**src/rtl/regptr_pkg.sv**
```systemverilog
package regptr_pkg;
  typedef enum logic [2:0] {
    ST_IDLE  = 3'd0,
    ST_ADDR  = 3'd1,
    ST_CMD   = 3'd2,
    ST_WDATA = 3'd3,
    ST_READ  = 3'd4,
    ST_SKIP  = 3'd5
  } bus_st_e;

  localparam int unsigned BYTE_W = 8;
  localparam int unsigned AI_BIT = 7;
endpackage

```
**src/rtl/regptr_addr_match.sv**
```systemverilog
module regptr_addr_match #(
  parameter logic       ADDR_HI      = 1'b0,
  parameter logic [6:0] ALLCALL_ADDR = 7'h68
) (
  input  logic [7:0] addr_byte,
  input  logic [5:0] pin_code,
  input  logic       allcall_en,
  output logic       own_hit,
  output logic       ac_hit,
  output logic       is_read
);
  logic [6:0] own_addr;
  logic [6:0] rx_addr;

  assign own_addr = {ADDR_HI, pin_code};
  assign rx_addr  = addr_byte[7:1];
  assign is_read  = addr_byte[0];
  assign own_hit  = (rx_addr == own_addr);
  // broadcast answered only for writes and only when enabled
  assign ac_hit   = allcall_en && !is_read && (rx_addr == ALLCALL_ADDR);
endmodule

```
**src/rtl/regptr_step.sv**
```systemverilog
module regptr_step #(
  parameter int unsigned IDX_W  = 6,
  parameter int unsigned BANK_W = 3,
  parameter int unsigned NBANK  = 5,
  parameter int unsigned NGRP   = 5
) (
  input  logic [IDX_W-1:0] cur,
  input  logic             ai,
  output logic [IDX_W-1:0] nxt
);
  localparam int unsigned GRP_W = IDX_W - BANK_W;
  localparam logic [BANK_W-1:0] LAST_BANK = BANK_W'(NBANK - 1);
  localparam logic [GRP_W-1:0]  GRP_LIM   = GRP_W'(NGRP);

  logic [GRP_W-1:0]  grp;
  logic [BANK_W-1:0] bank;
  logic [BANK_W-1:0] bank_nxt;
  logic              banked;

  assign grp    = cur[IDX_W-1:BANK_W];
  assign bank   = cur[BANK_W-1:0];
  assign banked = (grp < GRP_LIM);

  always_comb begin
    if (bank >= LAST_BANK) bank_nxt = '0;
    else                   bank_nxt = bank + 1'b1;
  end

  always_comb begin
    if (ai && banked) nxt = {grp, bank_nxt};
    else              nxt = cur;
  end
endmodule

```
**src/rtl/regptr_bus_watchdog.sv**
```systemverilog
module regptr_bus_watchdog #(
  parameter int unsigned PRESC    = 1000,
  parameter int unsigned TO_TICKS = 2500
) (
  input  logic clk,
  input  logic rst_n,
  input  logic en,
  input  logic scl_i,
  input  logic sda_i,
  output logic expire
);
  localparam int unsigned PW = (PRESC > 2) ? $clog2(PRESC) : 1;
  localparam int unsigned CW = (TO_TICKS > 2) ? $clog2(TO_TICKS) : 1;
  localparam logic [PW-1:0] PRE_LAST = PW'(PRESC - 1);
  localparam logic [CW-1:0] CNT_LAST = CW'(TO_TICKS - 1);

  logic [PW-1:0] pre_q;
  logic [CW-1:0] cnt_q;
  logic          done_q;
  logic          line_low;
  logic          tick;

  assign line_low = en && !(scl_i && sda_i);
  assign tick     = line_low && (pre_q == PRE_LAST);
  assign expire   = tick && (cnt_q == CNT_LAST) && !done_q;

  always_ff @(posedge clk or negedge rst_n) begin
    if (!rst_n) begin
      pre_q  <= '0;
      cnt_q  <= '0;
      done_q <= 1'b0;
    end else if (!line_low) begin
      pre_q  <= '0;
      cnt_q  <= '0;
      done_q <= 1'b0;
    end else if (tick) begin
      pre_q <= '0;
      if (expire) begin
        cnt_q  <= '0;
        done_q <= 1'b1;
      end else if (!done_q) begin
        cnt_q <= cnt_q + 1'b1;
      end
    end else begin
      pre_q <= pre_q + 1'b1;
    end
  end

  AST_EXPIRE_ONCE: assert property (@(posedge clk) disable iff (!rst_n)
    expire |=> !expire);
  AST_EXPIRE_NEEDS_LOW: assert property (@(posedge clk) disable iff (!rst_n)
    expire |-> $past(line_low));
endmodule

```
**src/rtl/regptr_ctrl.sv**
```systemverilog
module regptr_ctrl #(
  parameter logic        ADDR_HI      = 1'b0,
  parameter logic [6:0]  ALLCALL_ADDR = 7'h68,
  parameter int unsigned IDX_W        = 6,
  parameter int unsigned BANK_W       = 3,
  parameter int unsigned NBANK        = 5,
  parameter int unsigned NGRP         = 5,
  parameter int unsigned CLK_HZ       = 100_000_000,
  parameter int unsigned TO_MS        = 25,
  parameter int unsigned PRESC        = 1000,
  parameter int unsigned TO_TICKS     = CLK_HZ / 1000 * TO_MS / PRESC
) (
  input  logic             clk,
  input  logic             rst_n,
  input  logic [5:0]       pin_code,
  input  logic             allcall_en,
  input  logic             to_en,
  input  logic             scl_i,
  input  logic             sda_i,
  input  logic             start_evt,
  input  logic             stop_evt,
  input  logic             rx_valid,
  input  logic [7:0]       rx_data,
  output logic             rx_ready,
  output logic             ack_vld,
  output logic             ack,
  input  logic             tx_req,
  output logic             rd_stb,
  output logic [IDX_W-1:0] rd_idx,
  output logic             wr_stb,
  output logic [IDX_W-1:0] wr_idx,
  output logic [7:0]       wr_data,
  output logic             bus_rst
);
  import regptr_pkg::*;

  localparam int unsigned GRP_W = IDX_W - BANK_W;
  localparam logic [GRP_W-1:0]  GRP_LIM = GRP_W'(NGRP);
  localparam logic [BANK_W-1:0] BANK_LIM = BANK_W'(NBANK);

  bus_st_e          st_q;
  logic [IDX_W-1:0] ptr_q;
  logic [IDX_W-1:0] ptr_nxt;
  logic             ai_q;
  logic             own_hit, ac_hit, is_read;
  logic             expire;
  logic             quiet;
  logic             wr_go, rd_go, adv_c;

  assign rx_ready = 1'b1;

  regptr_addr_match #(
    .ADDR_HI(ADDR_HI), .ALLCALL_ADDR(ALLCALL_ADDR)
  ) u_match (
    .addr_byte(rx_data), .pin_code(pin_code), .allcall_en(allcall_en),
    .own_hit(own_hit), .ac_hit(ac_hit), .is_read(is_read)
  );

  regptr_step #(
    .IDX_W(IDX_W), .BANK_W(BANK_W), .NBANK(NBANK), .NGRP(NGRP)
  ) u_step (
    .cur(ptr_q), .ai(ai_q), .nxt(ptr_nxt)
  );

  regptr_bus_watchdog #(
    .PRESC(PRESC), .TO_TICKS(TO_TICKS)
  ) u_wdog (
    .clk(clk), .rst_n(rst_n), .en(to_en), .scl_i(scl_i), .sda_i(sda_i),
    .expire(expire)
  );

  // no bus event overrides byte handling this cycle
  assign quiet = !expire && !start_evt && !stop_evt;
  assign wr_go = quiet && rx_valid && (st_q == ST_WDATA);
  assign rd_go = quiet && tx_req && (st_q == ST_READ);
  assign adv_c = wr_go || rd_go;

  always_ff @(posedge clk or negedge rst_n) begin
    if (!rst_n) begin
      st_q    <= ST_IDLE;
      ptr_q   <= '0;
      ai_q    <= 1'b0;
      ack_vld <= 1'b0;
      ack     <= 1'b0;
      wr_stb  <= 1'b0;
      wr_idx  <= '0;
      wr_data <= '0;
      rd_stb  <= 1'b0;
      rd_idx  <= '0;
      bus_rst <= 1'b0;
    end else begin
      ack_vld <= 1'b0;
      ack     <= 1'b0;
      wr_stb  <= 1'b0;
      rd_stb  <= 1'b0;
      bus_rst <= expire;
      if (expire) begin
        st_q <= ST_IDLE;
      end else if (start_evt) begin
        st_q <= ST_ADDR;
      end else if (stop_evt) begin
        st_q <= ST_IDLE;
      end else begin
        if (rx_valid) begin
          ack_vld <= 1'b1;
          unique case (st_q)
            ST_ADDR: begin
              if (own_hit) begin
                ack  <= 1'b1;
                st_q <= is_read ? ST_READ : ST_CMD;
              end else if (ac_hit) begin
                ack  <= 1'b1;
                st_q <= ST_CMD;
              end else begin
                st_q <= ST_SKIP;
              end
            end
            ST_CMD: begin
              ack   <= 1'b1;
              ai_q  <= rx_data[AI_BIT];
              ptr_q <= rx_data[IDX_W-1:0];
              st_q  <= ST_WDATA;
            end
            ST_WDATA: begin
              ack     <= 1'b1;
              wr_stb  <= 1'b1;
              wr_idx  <= ptr_q;
              wr_data <= rx_data;
              ptr_q   <= ptr_nxt;
            end
            default: ack <= 1'b0;
          endcase
        end
        if (rd_go) begin
          rd_stb <= 1'b1;
          rd_idx <= ptr_q;
          ptr_q  <= ptr_nxt;
        end
      end
    end
  end

  AST_STB_EXCL: assert property (@(posedge clk) disable iff (!rst_n)
    !(wr_stb && rd_stb));
  AST_WR_FROM_BYTE: assert property (@(posedge clk) disable iff (!rst_n)
    wr_stb |-> $past(rx_valid) && ack && ack_vld);
  AST_RD_FROM_REQ: assert property (@(posedge clk) disable iff (!rst_n)
    rd_stb |-> $past(tx_req));
  AST_WRAP_IN_GROUP: assert property (@(posedge clk) disable iff (!rst_n)
    adv_c && ai_q && (ptr_q[IDX_W-1:BANK_W] < GRP_LIM) |=>
      (ptr_q[BANK_W-1:0] < BANK_LIM) &&
      (ptr_q[IDX_W-1:BANK_W] == $past(ptr_q[IDX_W-1:BANK_W])));
  AST_HOLD_NO_AI: assert property (@(posedge clk) disable iff (!rst_n)
    adv_c && !ai_q |=> $stable(ptr_q));
  AST_HOLD_CTRL: assert property (@(posedge clk) disable iff (!rst_n)
    adv_c && (ptr_q[IDX_W-1:BANK_W] >= GRP_LIM) |=> $stable(ptr_q));
  AST_STOP_SILENT: assert property (@(posedge clk) disable iff (!rst_n)
    stop_evt && !start_evt |=> !wr_stb && !rd_stb && !ack);
  AST_TO_DISABLED: assert property (@(posedge clk) disable iff (!rst_n)
    !to_en |=> !bus_rst);
  AST_TO_LINES_HIGH: assert property (@(posedge clk) disable iff (!rst_n)
    scl_i && sda_i |=> !bus_rst);
endmodule

```
**config.mk**
```make
export PLATFORM = sky130hd
export DESIGN_NAME = regptr_ctrl
export DESIGN_NICKNAME = d
export VERILOG_FILES = /design/src/rtl/regptr_pkg.sv /design/src/rtl/regptr_addr_match.sv /design/src/rtl/regptr_step.sv /design/src/rtl/regptr_bus_watchdog.sv /design/src/rtl/regptr_ctrl.sv
export SDC_FILE = /design/constraint.sdc
export NUM_CORES = 1
export LEC_CHECK = 0
export ABC_CLOCK_PERIOD_IN_PS = 4900
export CAP_MARGIN = 20
export CELL_PAD_IN_SITES_DETAIL_PLACEMENT = 2
export CELL_PAD_IN_SITES_GLOBAL_PLACEMENT = 2
export CORE_UTILIZATION = 35
export CTS_BUF_LIST = sky130_fd_sc_hd__clkbuf_4 sky130_fd_sc_hd__clkbuf_8
export CTS_CLUSTER_DIAMETER = 150
export DETAILED_ROUTE_END_ITERATION = 6
export PLACE_DENSITY = 0.89
export SLEW_MARGIN = 20
export SYNTH_ARGS = -nofsm -noshare
export SYNTH_HDL_FRONTEND = slang
export SYNTH_HIERARCHICAL = 1
export SYNTH_SLANG_ARGS = --single-unit
```
**constraint.sdc**
```tcl
create_clock -name clk -period 4.9 [get_ports clk]
set_clock_uncertainty 0.1 [all_clocks]
set_input_delay 0.735 -clock clk [delete_from_list [all_inputs] [get_ports clk]]
set_output_delay 0.735 -clock clk [all_outputs]
set_load 0.005 [all_outputs]
```
==> metrics.cfg, run 1 <==
[floorplanning]
placeableCoreArea_sq_um = 8340
io_pins = 50
die_x_um = 95.3
start_util = 0.366
dieArea_sq_um = 9090
rows = 33
fp.dieH_um = 95.3

[clock_tree]
worstSkewPairLatency_ns = 0.34
cts_tree = yes
numCtsBuffers = 9
clkTransAtPathRegs_ns = 0.07
htreeDepth = 3
hold_buffers = 0
postCtsSetupBuffers = 0
cts_resized = 0
clockBufferDepth = 2
clkSinkCount = 58
clock_tree.root_cell = clkbuf_8

[outcome]
status = finished clean

[route]
drt_wl_total_mm = 7.97
drc = 0
ant_nets = 0
drt_pre_antenna_iters = 4
vias = 2272
viasPerCell = 5.27
first_iter_violations = 35
avgRoutedWirePerCell_um = 18.5

[placed_design]
place_ws_ns = 1.37
numPlacedInstances = 415
placed_cell_area_sq_um = 3580
port_buffers = 48
gp_congestion = 0.781
dp.final_hpwl_mm = 5.78

[grt]
grt_pass1_wl_mm = 13.0
grt_pass1_vias = 2559
grt_usage = 0.194
grt_overflow = 0
grt_max_degree = 59
antenna_found_initial = 0

[timing]
tightest_slew_ns = 0.947
whs_ns = 0.404
max_clock_freq_ghz = 0.298
hold_viol_final = 0
tns_ns = 0
final-max-slew-violation-count = 0
setup_ws_ns = 1.54
final-setup-viol-count = 0
finalCritPeriodShare = 0.685
relSlewSlack = 0.366
rsz0062_at_grt = no
period_minus_slack_ns = 3.36

[critical_path]
startpoint_type = flop
worstPathRequired_ns = 5.03
crit_type = reg2reg
worstSetupEndpointType = flop
worstPathArrival_ns = 3.49
crit_fanout = 15

[power]
p_per_area_nw_per_um2 = 268
power.leakage_nw = 1.58
ir_drop_mv = 0.136

[synth]
synth_edf_count = 0
yosys.area.top_type = dfrtp_1
syn_inst = 272
ys_top_cells_by_area = dfrtp_1, mux2_4, mux2i_1
yosys.cell_types.count = 57
mappedNetlistNets = 300
yosysSeqAreaShare = 0.476
ys_seq_elements = 58
async_flop_share = 1.00
ys_warn_count = 6
avgSynthCellArea_sq_um = 11.2
synthFlopType = dfrtp_1
syn_area_sq_um = 3050
synth_top_area_frac = 0.476

[final_layout]
layout-drive-gt1-share = 0.169
fill_cells = 881
fin_cells = 431
diodes = 0
nNetsFinal = 349
design_area_sq_um = 3750
area_growth_pct = 22.9

[hold_path]
hold_class = reg2reg

[job]
maxCapViolations = 0

[area by class of cell]
class,instances,area [sq um],area share
multi-input combinational,195,1480,0.394
timing repair buffer,50,490,0.131
clock inverter,7,46.3,0.0124
tap,105,131,0.0351
sequential,58,1450,0.387
inverter,7,26.3,0.00701
clock buffer,9,124,0.0331
[layout by cell type, fill, tap and decap left out, types with 3 or more instances in the layout]
cell	netlist	layout
or3_1	4	4
mux2_4	17	17
o21ai_1	3	3
clkbuf_8	0	9
nor3b_1	3	3
or4_1	3	3
nand2_1	17	17
nor2_1	26	26
ha_1	4	4
xor2_1	9	9
clkdlybuf4s50_1	0	47
inv_1	7	7
mux2i_1	11	11
o211ai_1	3	3
and3_1	4	4
clkinvlp_4	0	3
o21ai_0	4	4
xnor2_1	6	6
mux2_2	6	6
nand4_1	4	4
nand2b_1	3	3
clkinv_2	0	3
nand3_1	10	10
a21oi_1	16	16
dfrtp_1	58	58
[per-stage QoR]
stage | util | power (mW)
floorplan | - | 0.573
global placement | 0.429 | 0.616
finish | 0.449 | 1.00
detailed placement | 0.429 | 0.624
CTS | 0.449 | 1.03
global route | 0.449 | 1.05
[worst max-delay path, cell delays in order (launching register included)]
cell,delay (ns)
dfrtp_1,0.41
ha_1,0.25
and4bb_4,0.23
nand3_1,0.32
or2_1,0.19
nor2_1,0.07
or3_4,0.46
nor3_4,0.79
mux2_2,0.42
[cell usage after synthesis, drive strengths merged, types with 3 or more instances]
master	number
buf	11
and3	4
o21ai	9
nand3	10
nor3b	3
a21oi	16
ha	4
xnor2	6
dfrtp	58
mux2i	11
nor4	3
mux2	23
or4	3
nor2	26
nand2	18
nand4	5
xor2	9
nor3	3
nand2b	3
or2	4
o211ai	3
inv	7
or3	5
[report_power, final]
part / switching, mW / internal [mW] / total, mW
Sequential: 0.0214 / 0.493 / 0.515
Combinational: 0.0493 / 0.0491 / 0.0985
Clock: 0.211 / 0.181 / 0.392
[logic make-up (layout without fill, tap and decap cells)]
kind of cell | after synthesis | count (layout) | share of synthesized area
AOI/OAI and AO/OA | 43 | 43 | 0.0977
and+or+nand+nor | 98 | 98 | 0.184
DFF | 58 | 58 | 0.476
muxes | 34 | 34 | 0.142
adders and majority gates | 4 | 4 | 0.0164
xor gates and xnor gates | 15 | 15 | 0.0431
other | 1 | 1 | 0.00123
buffers and inverters | 19 | 73 | 0.0398
[worst paths after layout]
check | depth (start not counted) | from | end | slack, ns
setup / recovery | 8 | u_wdog/pre_q[0] | wr_data[7] | 1.54
hold / removal | 1 | u_wdog/pre_q[0] | u_wdog/pre_q[0] | 0.40
setup reg to reg | 8 | u_wdog/pre_q[0] | wr_data[7] | 1.54
hold reg to reg | 1 | u_wdog/pre_q[0] | u_wdog/pre_q[0] | 0.40
max in group asynchronous | 2 | rst_n | ptr_q[4] | 3.76
min in group asynchronous | 2 | rst_n | wr_stb | 0.45
[metal layers]
layer / track usage / up-vias / routed length (um)
li1: - / 1060 / -
met3: 0.0423 / 10 / 272
met1: 0.207 / 1159 / 3230
met5: 0 / - / 0
met4: 0.0644 / 0 / 116
met2: 0.370 / 43 / 4350
[sequential cells by signal, indices dropped and copies added, names as in the netlist]
| name | count |
|---|---|
| u_wdog/cnt_q | 12 |
| u_wdog/pre_q | 10 |
| wr_data | 8 |
| ptr_q | 6 |
| rd_idx | 6 |
| wr_idx | 6 |
| st_q | 3 |
| ack | 1 |
| ack_vld | 1 |
| ai_q | 1 |
| bus_rst | 1 |
| rd_stb | 1 |
| u_wdog/done_q | 1 |
| wr_stb | 1 |
No activity file was read; power rests on OpenSTA's default activity.
==> run 2: changes to the inputs <==
--- a/config.mk
+++ b/config.mk
@@ -5,7 +5,7 @@
 export SDC_FILE = /design/constraint.sdc
 export NUM_CORES = 1
 export LEC_CHECK = 0
-export ABC_CLOCK_PERIOD_IN_PS = 4900
+export ABC_CLOCK_PERIOD_IN_PS = 3100
 export CAP_MARGIN = 20
 export CELL_PAD_IN_SITES_DETAIL_PLACEMENT = 2
 export CELL_PAD_IN_SITES_GLOBAL_PLACEMENT = 2
==> constraint.sdc (replaced) <==
create_clock -name clk -period 3.1 [get_ports clk]
set_clock_uncertainty 0.1 [all_clocks]
set_input_delay 0.465 -clock clk [delete_from_list [all_inputs] [get_ports clk]]
set_output_delay 0.465 -clock clk [all_outputs]
set_load 0.005 [all_outputs]
==> run 2 against run 1 <==
Critical path depth grew 1. Cell count grew 1.2%. Register-to-register slack lost 1.3 ns. Worst setup slack lost 1.3 ns. Clock power grew 78%. Critical endpoint is now ptr_q[1]. Global-route usage grew 0.84 points.
==> metrics.cfg, run 2 (same netlist as run 1, synthesis figures left out) <==
[outcome]
status = finished clean  ; unchanged

[final_layout]
seq_area_sq_um = 1450  ; unchanged
regMostFlops = u_wdog/cnt_q  ; unchanged
nNetsFinal = 354  ; was 349
layout-drive-gt1-share = 0.181  ; was 0.169
multi_input_area_sq_um = 1480  ; unchanged
design_area_sq_um = 3820  ; was 3750 sq um
final_common_cell = dfrtp_1  ; unchanged
largest_reg_flops = 12  ; unchanged
utilization = 0.458  ; was 0.449
final_cell_mix = dfrtp_1, clkdlybuf4s50_1, nor2_1  ; unchanged
fill_cells = 861  ; was 881
diodes = 0  ; unchanged
reg.largest.list = u_wdog/cnt_q (12), u_wdog/pre_q (10), wr_data (8)  ; unchanged
area_growth_pct = 25.3  ; was 22.9%

[clock_tree]
clkSinkCount = 58  ; unchanged
cts_tree = yes  ; unchanged
postCtsSetupBuffers = 0  ; unchanged
clockBufferDepth = 2  ; unchanged
worstSkewPairLatency_ns = 0.35  ; was 0.34 ns
htreeDepth = 3  ; unchanged
clock_tree.root_cell = clkbuf_8  ; unchanged
cts_resized = 0  ; unchanged
hold_buffers = 0  ; unchanged
numCtsBuffers = 9  ; unchanged
clkTransAtPathRegs_ns = 0.07  ; about the same

[route]
drt_pre_antenna_iters = 4  ; unchanged
viasPerCell = 5.30  ; was 5.27
avgRoutedWirePerCell_um = 18.7  ; was 18.5 um
first_iter_violations = 33  ; was 35
vias = 2311  ; was 2272
drt_wl_total_mm = 8.17  ; was 7.97 mm
ant_nets = 0  ; unchanged
drc = 0  ; unchanged

[floorplanning]
io_pins = 50  ; unchanged
die_x_um = 95.3  ; unchanged
rows = 33  ; unchanged
placeableCoreArea_sq_um = 8340  ; unchanged
dieArea_sq_um = 9090  ; unchanged
fp.dieH_um = 95.3  ; unchanged
start_util = 0.366  ; unchanged

[timing]
rsz0062_at_grt = no  ; unchanged
max_clock_freq_ghz = 0.347  ; was 0.298 GHz
relSlewSlack = 0.336  ; was 0.366
period_minus_slack_ns = 2.88  ; was 3.36 ns
tns_ns = 0  ; unchanged
tightest_slew_ns = 0.996  ; was 0.947 ns
final-max-slew-violation-count = 0  ; unchanged
hold_viol_final = 0  ; unchanged
finalCritPeriodShare = 0.930  ; was 0.685
setup_ws_ns = 0.216  ; was 1.54 ns
final-setup-viol-count = 0  ; unchanged

[power]
ir_drop_mv = 0.186  ; was 0.136 mV
power.leakage_nw = 1.62  ; was 1.58 nW
p_per_area_nw_per_um2 = 438  ; was 268 nW/um^2

[grt]
grt_max_degree = 45  ; was 59
antenna_found_initial = 0  ; unchanged
grt_pass1_wl_mm = 13.6  ; was 13.0 mm
grt_overflow = 0  ; unchanged
grt_usage = 0.202  ; was 0.194
grt_pass1_vias = 2666  ; was 2559

[placed_design]
port_buffers = 48  ; unchanged
dp.final_hpwl_mm = 5.97  ; was 5.78 mm
place_ws_ns = 0.226  ; was 1.37 ns
placed_cell_area_sq_um = 3630  ; was 3580 sq um
gp_congestion = 0.783  ; was 0.781

[critical_path]
startpoint_type = flop  ; unchanged
crit_type = reg2reg  ; unchanged
worstPathRequired_ns = 3.27  ; was 5.03 ns
worstSetupEndpointType = flop  ; unchanged
worstPathArrival_ns = 3.05  ; was 3.49 ns
crit_fanout = 12  ; was 15

[job]
maxCapViolations = 0  ; unchanged

[hold_path]
hold_class = in2async  ; was reg2reg

-- run 2: area by class of cell --
class | count | share of cell area
clock inverters | 7 | 0.0183
well taps | 105 | 0.0344
flip-flops and latches | 58 | 0.380
clock buffers | 9 | 0.0324
multi-input cells | 195 | 0.387
repair buffers | 55 | 0.142
inverters | 7 | 0.00688
-- run 2: layer usage --
layer / global-route usage / wire length, um / share of wire
met2: 0.374 / 4350 / 0.53
met4: 0.0859 / 116 / 0.014
met3: 0.0335 / 267 / 0.033
met5: 0 / 0 / 0
met1: 0.226 / 3440 / 0.42
-- run 2: critical path, cell delays in order (launching register included) --
cell,delay [ns]
dfrtp_1,0.41
ha_1,0.26
and4bb_4,0.24
nand3_1,0.10
or2_1,0.13
nor2_1,0.08
or3_4,0.46
a21oi_1,0.73
nor2_1,0.12
a21oi_1,0.17
-- run 2: stage by stage --
step | hold WS, ns | cells | total power [mW]
3_3_place_gp | 0.378 | 420 | 0.978
4_1_cts | 0.213 | 436 | 1.70
6_report | 0.185 | 436 | 1.67
5_1_grt | 0.253 | 436 | 1.75
3_5_place_dp | 0.387 | 420 | 0.992
2_1_floorplan | 0.0694 | 272 | 0.906
-- run 2: report_power, final --
group	switching, mW	total (mW)	internal (mW)	leakage, nW
logic	0.0799	0.160	0.0796	0.723
registers	0.0359	0.816	0.780	0.798
clock network	0.330	0.699	0.369	0.0990
total	0.445	1.67	1.23	1.62
-- run 2: final timing paths --
check / slack [ns] / cells after the start / from / to
min in group clk: 0.39 / 1 / u_wdog/pre_q[0] / u_wdog/pre_q[0]
max in group asynchronous: 1.99 / 2 / rst_n / u_wdog/pre_q[0]
min reg2reg: 0.39 / 1 / u_wdog/pre_q[0] / u_wdog/pre_q[0]
max: 0.22 / 9 / u_wdog/pre_q[0] / ptr_q[1]
max reg2reg: 0.22 / 9 / u_wdog/pre_q[0] / ptr_q[1]
min: 0.19 / 1 / rst_n / wr_data[5]
==> run 3: changes to the inputs <==
--- a/config.mk
+++ b/config.mk
@@ -14,7 +14,6 @@
 export CTS_CLUSTER_DIAMETER = 150
 export DETAILED_ROUTE_END_ITERATION = 6
 export PLACE_DENSITY = 0.89
-export SLEW_MARGIN = 20
 export SYNTH_ARGS = -nofsm -noshare
 export SYNTH_HDL_FRONTEND = slang
 export SYNTH_HIERARCHICAL = 1
==> results of run 3 <==
No change in the layout: final DEF, timing and power equal those of run 2.
